**src/rtl/relbr_pkg.sv**
```systemverilog
package relbr_pkg;

  typedef enum logic [1:0] {Q1 = 2'd0, Q2 = 2'd1, Q3 = 2'd2, Q4 = 2'd3} qphase_t;

  typedef enum logic [1:0] {K_NONE = 2'd0, K_NOV = 2'd1, K_NZ = 2'd2} br_kind_t;

  localparam logic [7:0] PFX_NOV = 8'hE5;
  localparam logic [7:0] PFX_NZ  = 8'hE1;

  // Opcode matching on the fixed upper byte
  function automatic br_kind_t classify(input logic [15:0] w);
    if (w[15:8] == PFX_NOV)     return K_NOV;
    else if (w[15:8] == PFX_NZ) return K_NZ;
    else                        return K_NONE;
  endfunction

  // Branch condition: each branch looks only at its own flag
  function automatic logic cond_met(input br_kind_t k, input logic z, input logic ov);
    case (k)
      K_NOV:   return !ov;
      K_NZ:    return !z;
      default: return 1'b0;
    endcase
  endfunction

endpackage

```
**src/rtl/relbr_seq.sv**
```systemverilog
module relbr_seq
  import relbr_pkg::*;
(
  input  logic    clk,
  input  logic    rst,
  output qphase_t phase_q
);

  always_ff @(posedge clk) begin
    if (rst) phase_q <= Q1;
    else begin
      case (phase_q)
        Q1:      phase_q <= Q2;
        Q2:      phase_q <= Q3;
        Q3:      phase_q <= Q4;
        default: phase_q <= Q1;
      endcase
    end
  end

  // phases advance one step per clock, wrapping Q4 -> Q1
  a_r6_phase_order: assert property (@(posedge clk) disable iff (rst)
    (phase_q == Q4) |=> (phase_q == Q1));
  a_r6_phase_step: assert property (@(posedge clk) disable iff (rst)
    (phase_q != Q4) |=> (2'(phase_q) == 2'($past(phase_q)) + 2'd1));

endmodule

```
**src/rtl/relbr_decode.sv**
```systemverilog
module relbr_decode
  import relbr_pkg::*;
#(
  parameter int IW    = 16,
  parameter int OFF_W = 8
) (
  input  logic             clk,
  input  logic             rst,
  input  qphase_t          phase,
  input  logic             flush_q,
  input  logic [IW-1:0]    instr,
  output br_kind_t         kind_q,
  output logic [OFF_W-1:0] off_q
);

  logic [OFF_W-1:0] lit_q;

  // Q1 decodes; a flush cycle decodes nothing
  always_ff @(posedge clk) begin
    if (rst) begin
      kind_q <= K_NONE;
      lit_q  <= '0;
      off_q  <= '0;
    end else begin
      if (phase == Q1) begin
        kind_q <= flush_q ? K_NONE : classify(instr[15:0]);
        lit_q  <= instr[OFF_W-1:0];
      end
      if (phase == Q2) off_q <= lit_q;
    end
  end

  // words presented during a flush cycle never become a branch
  a_r8_flush_no_decode: assert property (@(posedge clk) disable iff (rst)
    (phase == Q1 && flush_q) |=> (kind_q == K_NONE));

endmodule

```
**src/rtl/relbr_pcgen.sv**
```systemverilog
module relbr_pcgen
  import relbr_pkg::*;
#(
  parameter int PC_W  = 21,
  parameter int OFF_W = 8
) (
  input  logic             clk,
  input  logic             rst,
  input  qphase_t          phase,
  input  br_kind_t         kind,
  input  logic [OFF_W-1:0] off,
  input  logic             flag_z,
  input  logic             flag_ov,
  output logic [PC_W-1:0]  pc_q,
  output logic             flush_q,
  output logic             take_evt,
  output logic             step_evt
);

  localparam logic [PC_W-1:0] WORD_BYTES = PC_W'(2);

  // Target arithmetic: word displacement doubled, relative to the next word
  function automatic logic [PC_W-1:0] calc_target(input logic [PC_W-1:0] base,
                                                  input logic [OFF_W-1:0] n);
    logic [PC_W-1:0] sx;
    sx = {{(PC_W-OFF_W){n[OFF_W-1]}}, n};
    return base + WORD_BYTES + (sx << 1);
  endfunction

  logic [PC_W-1:0] tgt_q;
  logic            take_q;

  always_ff @(posedge clk) begin
    if (rst) begin
      pc_q    <= '0;
      tgt_q   <= '0;
      take_q  <= 1'b0;
      flush_q <= 1'b0;
    end else begin
      if (phase == Q3) begin
        tgt_q  <= calc_target(pc_q, off);
        take_q <= cond_met(kind, flag_z, flag_ov);
      end
      if (phase == Q4) begin
        if (flush_q) begin
          flush_q <= 1'b0;
        end else begin
          pc_q    <= take_q ? tgt_q : pc_q + WORD_BYTES;
          flush_q <= take_q;
        end
        take_q <= 1'b0;
      end
    end
  end

  assign take_evt = (phase == Q4) && take_q && !flush_q;
  assign step_evt = (phase == Q4) && !take_q && !flush_q;

  // pc moves only at the end of Q4
  a_r6_pc_q4_only: assert property (@(posedge clk) disable iff (rst)
    (phase != Q4) |=> $stable(pc_q));
  // a non-taken cycle steps by one word, no flush
  a_r5_step_two: assert property (@(posedge clk) disable iff (rst)
    step_evt |=> (pc_q == $past(pc_q) + WORD_BYTES) && !flush_q);
  // taken branch opens a flush cycle
  a_r8_flush_follows: assert property (@(posedge clk) disable iff (rst)
    take_evt |=> flush_q);
  // flush cycle holds pc and then closes
  a_r8_flush_hold: assert property (@(posedge clk) disable iff (rst)
    (phase == Q4 && flush_q) |=> $stable(pc_q) && !flush_q);
  // byte address stays word aligned
  a_r9_pc_even: assert property (@(posedge clk) disable iff (rst)
    pc_q[0] == 1'b0);

endmodule

```
**src/rtl/relbr_unit.sv**
```systemverilog
module relbr_unit
  import relbr_pkg::*;
#(
  parameter int PC_W  = 21,
  parameter int IW    = 16,
  parameter int OFF_W = 8
) (
  input  logic            clk,
  input  logic            rst,
  input  logic [IW-1:0]   instr_word,
  input  logic            flag_zero,
  input  logic            flag_ovf,
  output logic [PC_W-1:0] pc,
  output logic [1:0]      phase,
  output logic            taken,
  output logic            flush
);

  qphase_t          phase_q;
  br_kind_t         kind_q;
  logic [OFF_W-1:0] off_q;
  logic             flush_q;
  logic             take_evt;
  logic             step_evt;

  relbr_seq u_seq (
    .clk     (clk),
    .rst     (rst),
    .phase_q (phase_q)
  );

  relbr_decode #(.IW(IW), .OFF_W(OFF_W)) u_dec (
    .clk     (clk),
    .rst     (rst),
    .phase   (phase_q),
    .flush_q (flush_q),
    .instr   (instr_word),
    .kind_q  (kind_q),
    .off_q   (off_q)
  );

  relbr_pcgen #(.PC_W(PC_W), .OFF_W(OFF_W)) u_pc (
    .clk      (clk),
    .rst      (rst),
    .phase    (phase_q),
    .kind     (kind_q),
    .off      (off_q),
    .flag_z   (flag_zero),
    .flag_ov  (flag_ovf),
    .pc_q     (pc),
    .flush_q  (flush_q),
    .take_evt (take_evt),
    .step_evt (step_evt)
  );

  assign phase = 2'(phase_q);
  assign taken = take_evt;
  assign flush = flush_q;

  // taken is confined to Q4
  a_r7_taken_q4: assert property (@(posedge clk) disable iff (rst)
    taken |-> (phase == 2'd3));
  // reset state after a reset edge
  a_r10_reset_state: assert property (@(posedge clk)
    rst |=> (pc == '0) && (phase == 2'd0) && !flush);

endmodule

```
**config.mk**
```make
export PLATFORM = sky130hd
export DESIGN_NAME = relbr_unit
export DESIGN_NICKNAME = d
export VERILOG_FILES = /design/src/rtl/relbr_pkg.sv /design/src/rtl/relbr_seq.sv /design/src/rtl/relbr_decode.sv /design/src/rtl/relbr_pcgen.sv /design/src/rtl/relbr_unit.sv
export SDC_FILE = /design/constraint.sdc
export NUM_CORES = 1
export LEC_CHECK = 0
export ABC_AREA = 1
export CAP_MARGIN = 20
export CORE_UTILIZATION = 63
export CTS_BUF_LIST = sky130_fd_sc_hd__clkbuf_8
export CTS_CLUSTER_SIZE = 16
export DETAILED_ROUTE_END_ITERATION = 10
export PLACE_DENSITY = 0.89
export SLEW_MARGIN = 20
export SYNTH_ARGS = -nofsm -noshare
export SYNTH_HDL_FRONTEND = slang
export SYNTH_SLANG_ARGS = --single-unit
```
**constraint.sdc**
```tcl
create_clock -name clk -period 4.03 [get_ports clk]
set_clock_uncertainty 0.2 [all_clocks]
set_input_delay 1.0075 -clock clk [delete_from_list [all_inputs] [get_ports clk]]
set_output_delay 1.0075 -clock clk [all_outputs]
set_load 0.005 [all_outputs]
```
==> run metrics <==
CTS tree=yes; status=finished, final reports clean; H-tree levels=3; CTS buffer count=9; Comb pwr share=28.2%; count of different cell masters after synthesis=36; slowest CP cell=clkdlybuf4s50_1; antenna viol nets, final=0; # Post-CTS Setup Buffers=0; fmax=287 MHz; Post-synth EDFFs=0; I/O Pins=45; sequential cell area=1280 sq um; Die Y=82.6 microns; Post-CTS Hold Buffers=0; Worst EP arrival=2.28 ns; Reg clk slew, reported paths=0.07 ns; DRC Markers=0; RSZ-0062 raised after global routing=false; Syn Area/Cell=6.55 sq um; met1 wire length=4.71 mm; DR top layer=met4; fin nets=714; top_reg_cell synth=dfxtp_1; Setup crit start kind=register; post-synth net total=672; Post-Route Setup TNS=0 ns; cell count after synthesis=624; Leak=2.22 nW; ant diodes=0; Sw Share=35.2%; Critical Path RT=2.82 ns; grt ovf=0; Worst-Skew Late Latency=0.35 ns; Port Buffers=44; initial core utilization=67.1%; Clock Power Share=29.2%; post-CTS resize count=0; cell row count=28; area added between synthesis and finish=16.8%; drt via density=5.63; All-Layer GR Usage=35.0%; Chip Width=82.6 microns; TritonCTS Sinks=64; core area=6100 sq um; DRT Wirelength=11.2 mm; Yosys reg bits=64; Int Power=0.00124 W; maximum fanout along the worst path=18; Flop pwr share=42.6%; Final period util=86.5%; Crit Path Category=reg -> out; Crit. End Element=primary output; vias in the first global route=3908; Via Count=4186; measured slew at the worst slew-check pin=0.794 ns; # Max-Cap Violations=0; Multi-input gate area=2430 sq um; sw power=0.000676 W; initial detailed-routing violation count=321; CP max stage delay=0.53 ns; Fillers=481; peak supply drop=0.403 mV; met3 WL=674 microns; minimum clock period=3.48 ns; Worst slew margin=46.9%; CP Cell Sequence=ha_1, inv_1, nor2_2, inv_2, nor2_1, clkdlybuf4s50_1; layout cells sized above 1=5.53%; die area=6820 sq um; CTS Buffer Depth=2; DR pass1 iterations=5; first-pass GRT wire length=17.7 mm; cell area after synthesis=4090 sq um; Final Hold Vio Count=0; met2 WL=5.45 mm; Tightest Hold Check Type=reg -> reg; areal power density over the cells=402 nW/um^2; WHS=0.287 ns; Max Slew Vio Count=0; final setup vio count=0; Async S/R FF share, synth=0%; clk root buf=clkbuf_8; sequential-to-total area share from yosys stat=31.3%; initial antenna violation count=0; GP Congestion=0.987; Yosys warning count=0; DP HPWL=8.15 mm; largest net degree at the start of global routing=42; Avg WL per Cell=15.0 microns
[power groups by stage]
| stage | clock network (W) | registers [W] | logic, W |
|---|---|---|---|
| floorplan | 0 | 0.000804 | 0.000383 |
| global placement | 0 | 0.000821 | 0.000505 |
| detailed placement | 0 | 0.000827 | 0.000529 |
| CTS | 0.000565 | 0.000815 | 0.000535 |
| global route | 0.000584 | 0.000828 | 0.000614 |
| finish | 0.000560 | 0.000817 | 0.000542 |
[cells in the mapped netlist, types with 3 or more instances]
| library cell | count | area, sq um |
|---|---|---|
| a21o_1 | 5 | 37.5 |
| a21oi_1 | 27 | 135 |
| a31oi_1 | 16 | 100 |
| buf_2 | 5 | 25.0 |
| clkbuf_1 | 10 | 37.5 |
| dfxtp_1 | 64 | 1280 |
| ha_1 | 27 | 338 |
| inv_1 | 77 | 289 |
| nand2_1 | 149 | 559 |
| nand2_2 | 5 | 31.3 |
| nand3_1 | 31 | 155 |
| nand3_2 | 4 | 40.0 |
| nand4_1 | 5 | 31.3 |
| nor2_1 | 102 | 383 |
| nor2_2 | 3 | 18.8 |
| nor3_1 | 5 | 25.0 |
| nor3b_1 | 3 | 22.5 |
| o21ai_0 | 40 | 200 |
| o21bai_1 | 4 | 30.0 |
| o22ai_1 | 3 | 18.8 |
| xor2_1 | 19 | 166 |
[final cells by class]
type                            instances  share of cell area, %
Clock inverter                          3                  0.891
Tap cell                               75                   1.96
Sequential cell                        64                   26.8
Multi-Input combinational cell        462                   50.9
Inverter                               81                   6.36
Timing Repair Buffer                   48                   9.85
Clock buffer                           11                   3.17
[layout by cell type, fill, tap and decap left out, types with 5 or more instances in the layout]
cell / n
nand2_1: 149
inv_1: 77
xor2_1: 19
nand4_1: 5
a31oi_1: 16
ha_1: 27
a21o_1: 5
o21ai_0: 40
dfxtp_1: 64
nor3_1: 5
clkbuf_8: 11
nand3_1: 31
nand2_2: 5
clkdlybuf4s50_1: 44
nor2_1: 102
a21oi_1: 27
[kinds of logic (layout without fill, tap and decap cells)]
group	after synthesis	count (layout)	synth area share (%)
simple gates	313	313	32.3
compound gates	99	99	13.5
buf+inv	98	143	9.15
flops	64	64	31.3
fa+ha+maj	28	28	8.75
xor+xnor	22	22	4.90
[metal layers]
layer	up-vias	global-route usage [%]
li1	2076	-
met1	1909	41.4
met2	173	62.1
met3	28	5.82
met4	0	15.2
met5	-	0
[worst max-delay path, delay by kind of cell (launching register included)]
family	cells	cell delay [ns]
buffers and inverters	3	0.86
AND/OR/NAND/NOR	2	0.45
flip-flops	1	0.40
adder cells (fa/ha/maj)	1	0.22
[metrics by stage]
stage	cells	power (W)	area, sq um	utilization, %	worst slack (ns)
2_1_floorplan	624	0.00119	4090	-	1.37
6_report	744	0.00192	4780	78.4	0.546
5_1_grt	744	0.00203	4780	78.4	0.407
3_5_place_dp	730	0.00136	4580	75.2	0.976
3_3_place_gp	730	0.00133	4580	75.2	1.07
4_1_cts	744	0.00192	4780	78.4	0.560
[path summary, 6_finish.rpt]
check / slack, ns / start / endpoint / cells past startpoint
hold reg to reg: 0.29 / u_dec.lit_q[5]$_SDFFE_PP0P_ / u_dec.off_q[5]$_SDFFE_PP0P_ / 2
setup / recovery: 0.55 / u_seq.phase_q[0]$_SDFF_PP0_ / taken / 6
setup reg to reg: 0.93 / u_pc.pc_q[1]$_SDFFE_PP0P_ / u_pc.tgt_q[20]$_SDFFE_PP0P_ / 19
hold / removal: 0.29 / u_dec.lit_q[5]$_SDFFE_PP0P_ / u_dec.off_q[5]$_SDFFE_PP0P_ / 2
[registers in the layout, indices dropped and copies added, names as in the netlist]
| register | flops |
|---|---|
| u_pc.pc_q | 21 |
| u_pc.flush_q | 1 |
| u_seq.phase_q | 2 |
| u_pc.take_q | 1 |
| u_dec.off_q | 8 |
| u_pc.tgt_q | 21 |
| u_dec.lit_q | 8 |
| u_dec.kind_q | 2 |
(Power assumes the default switching activity.)
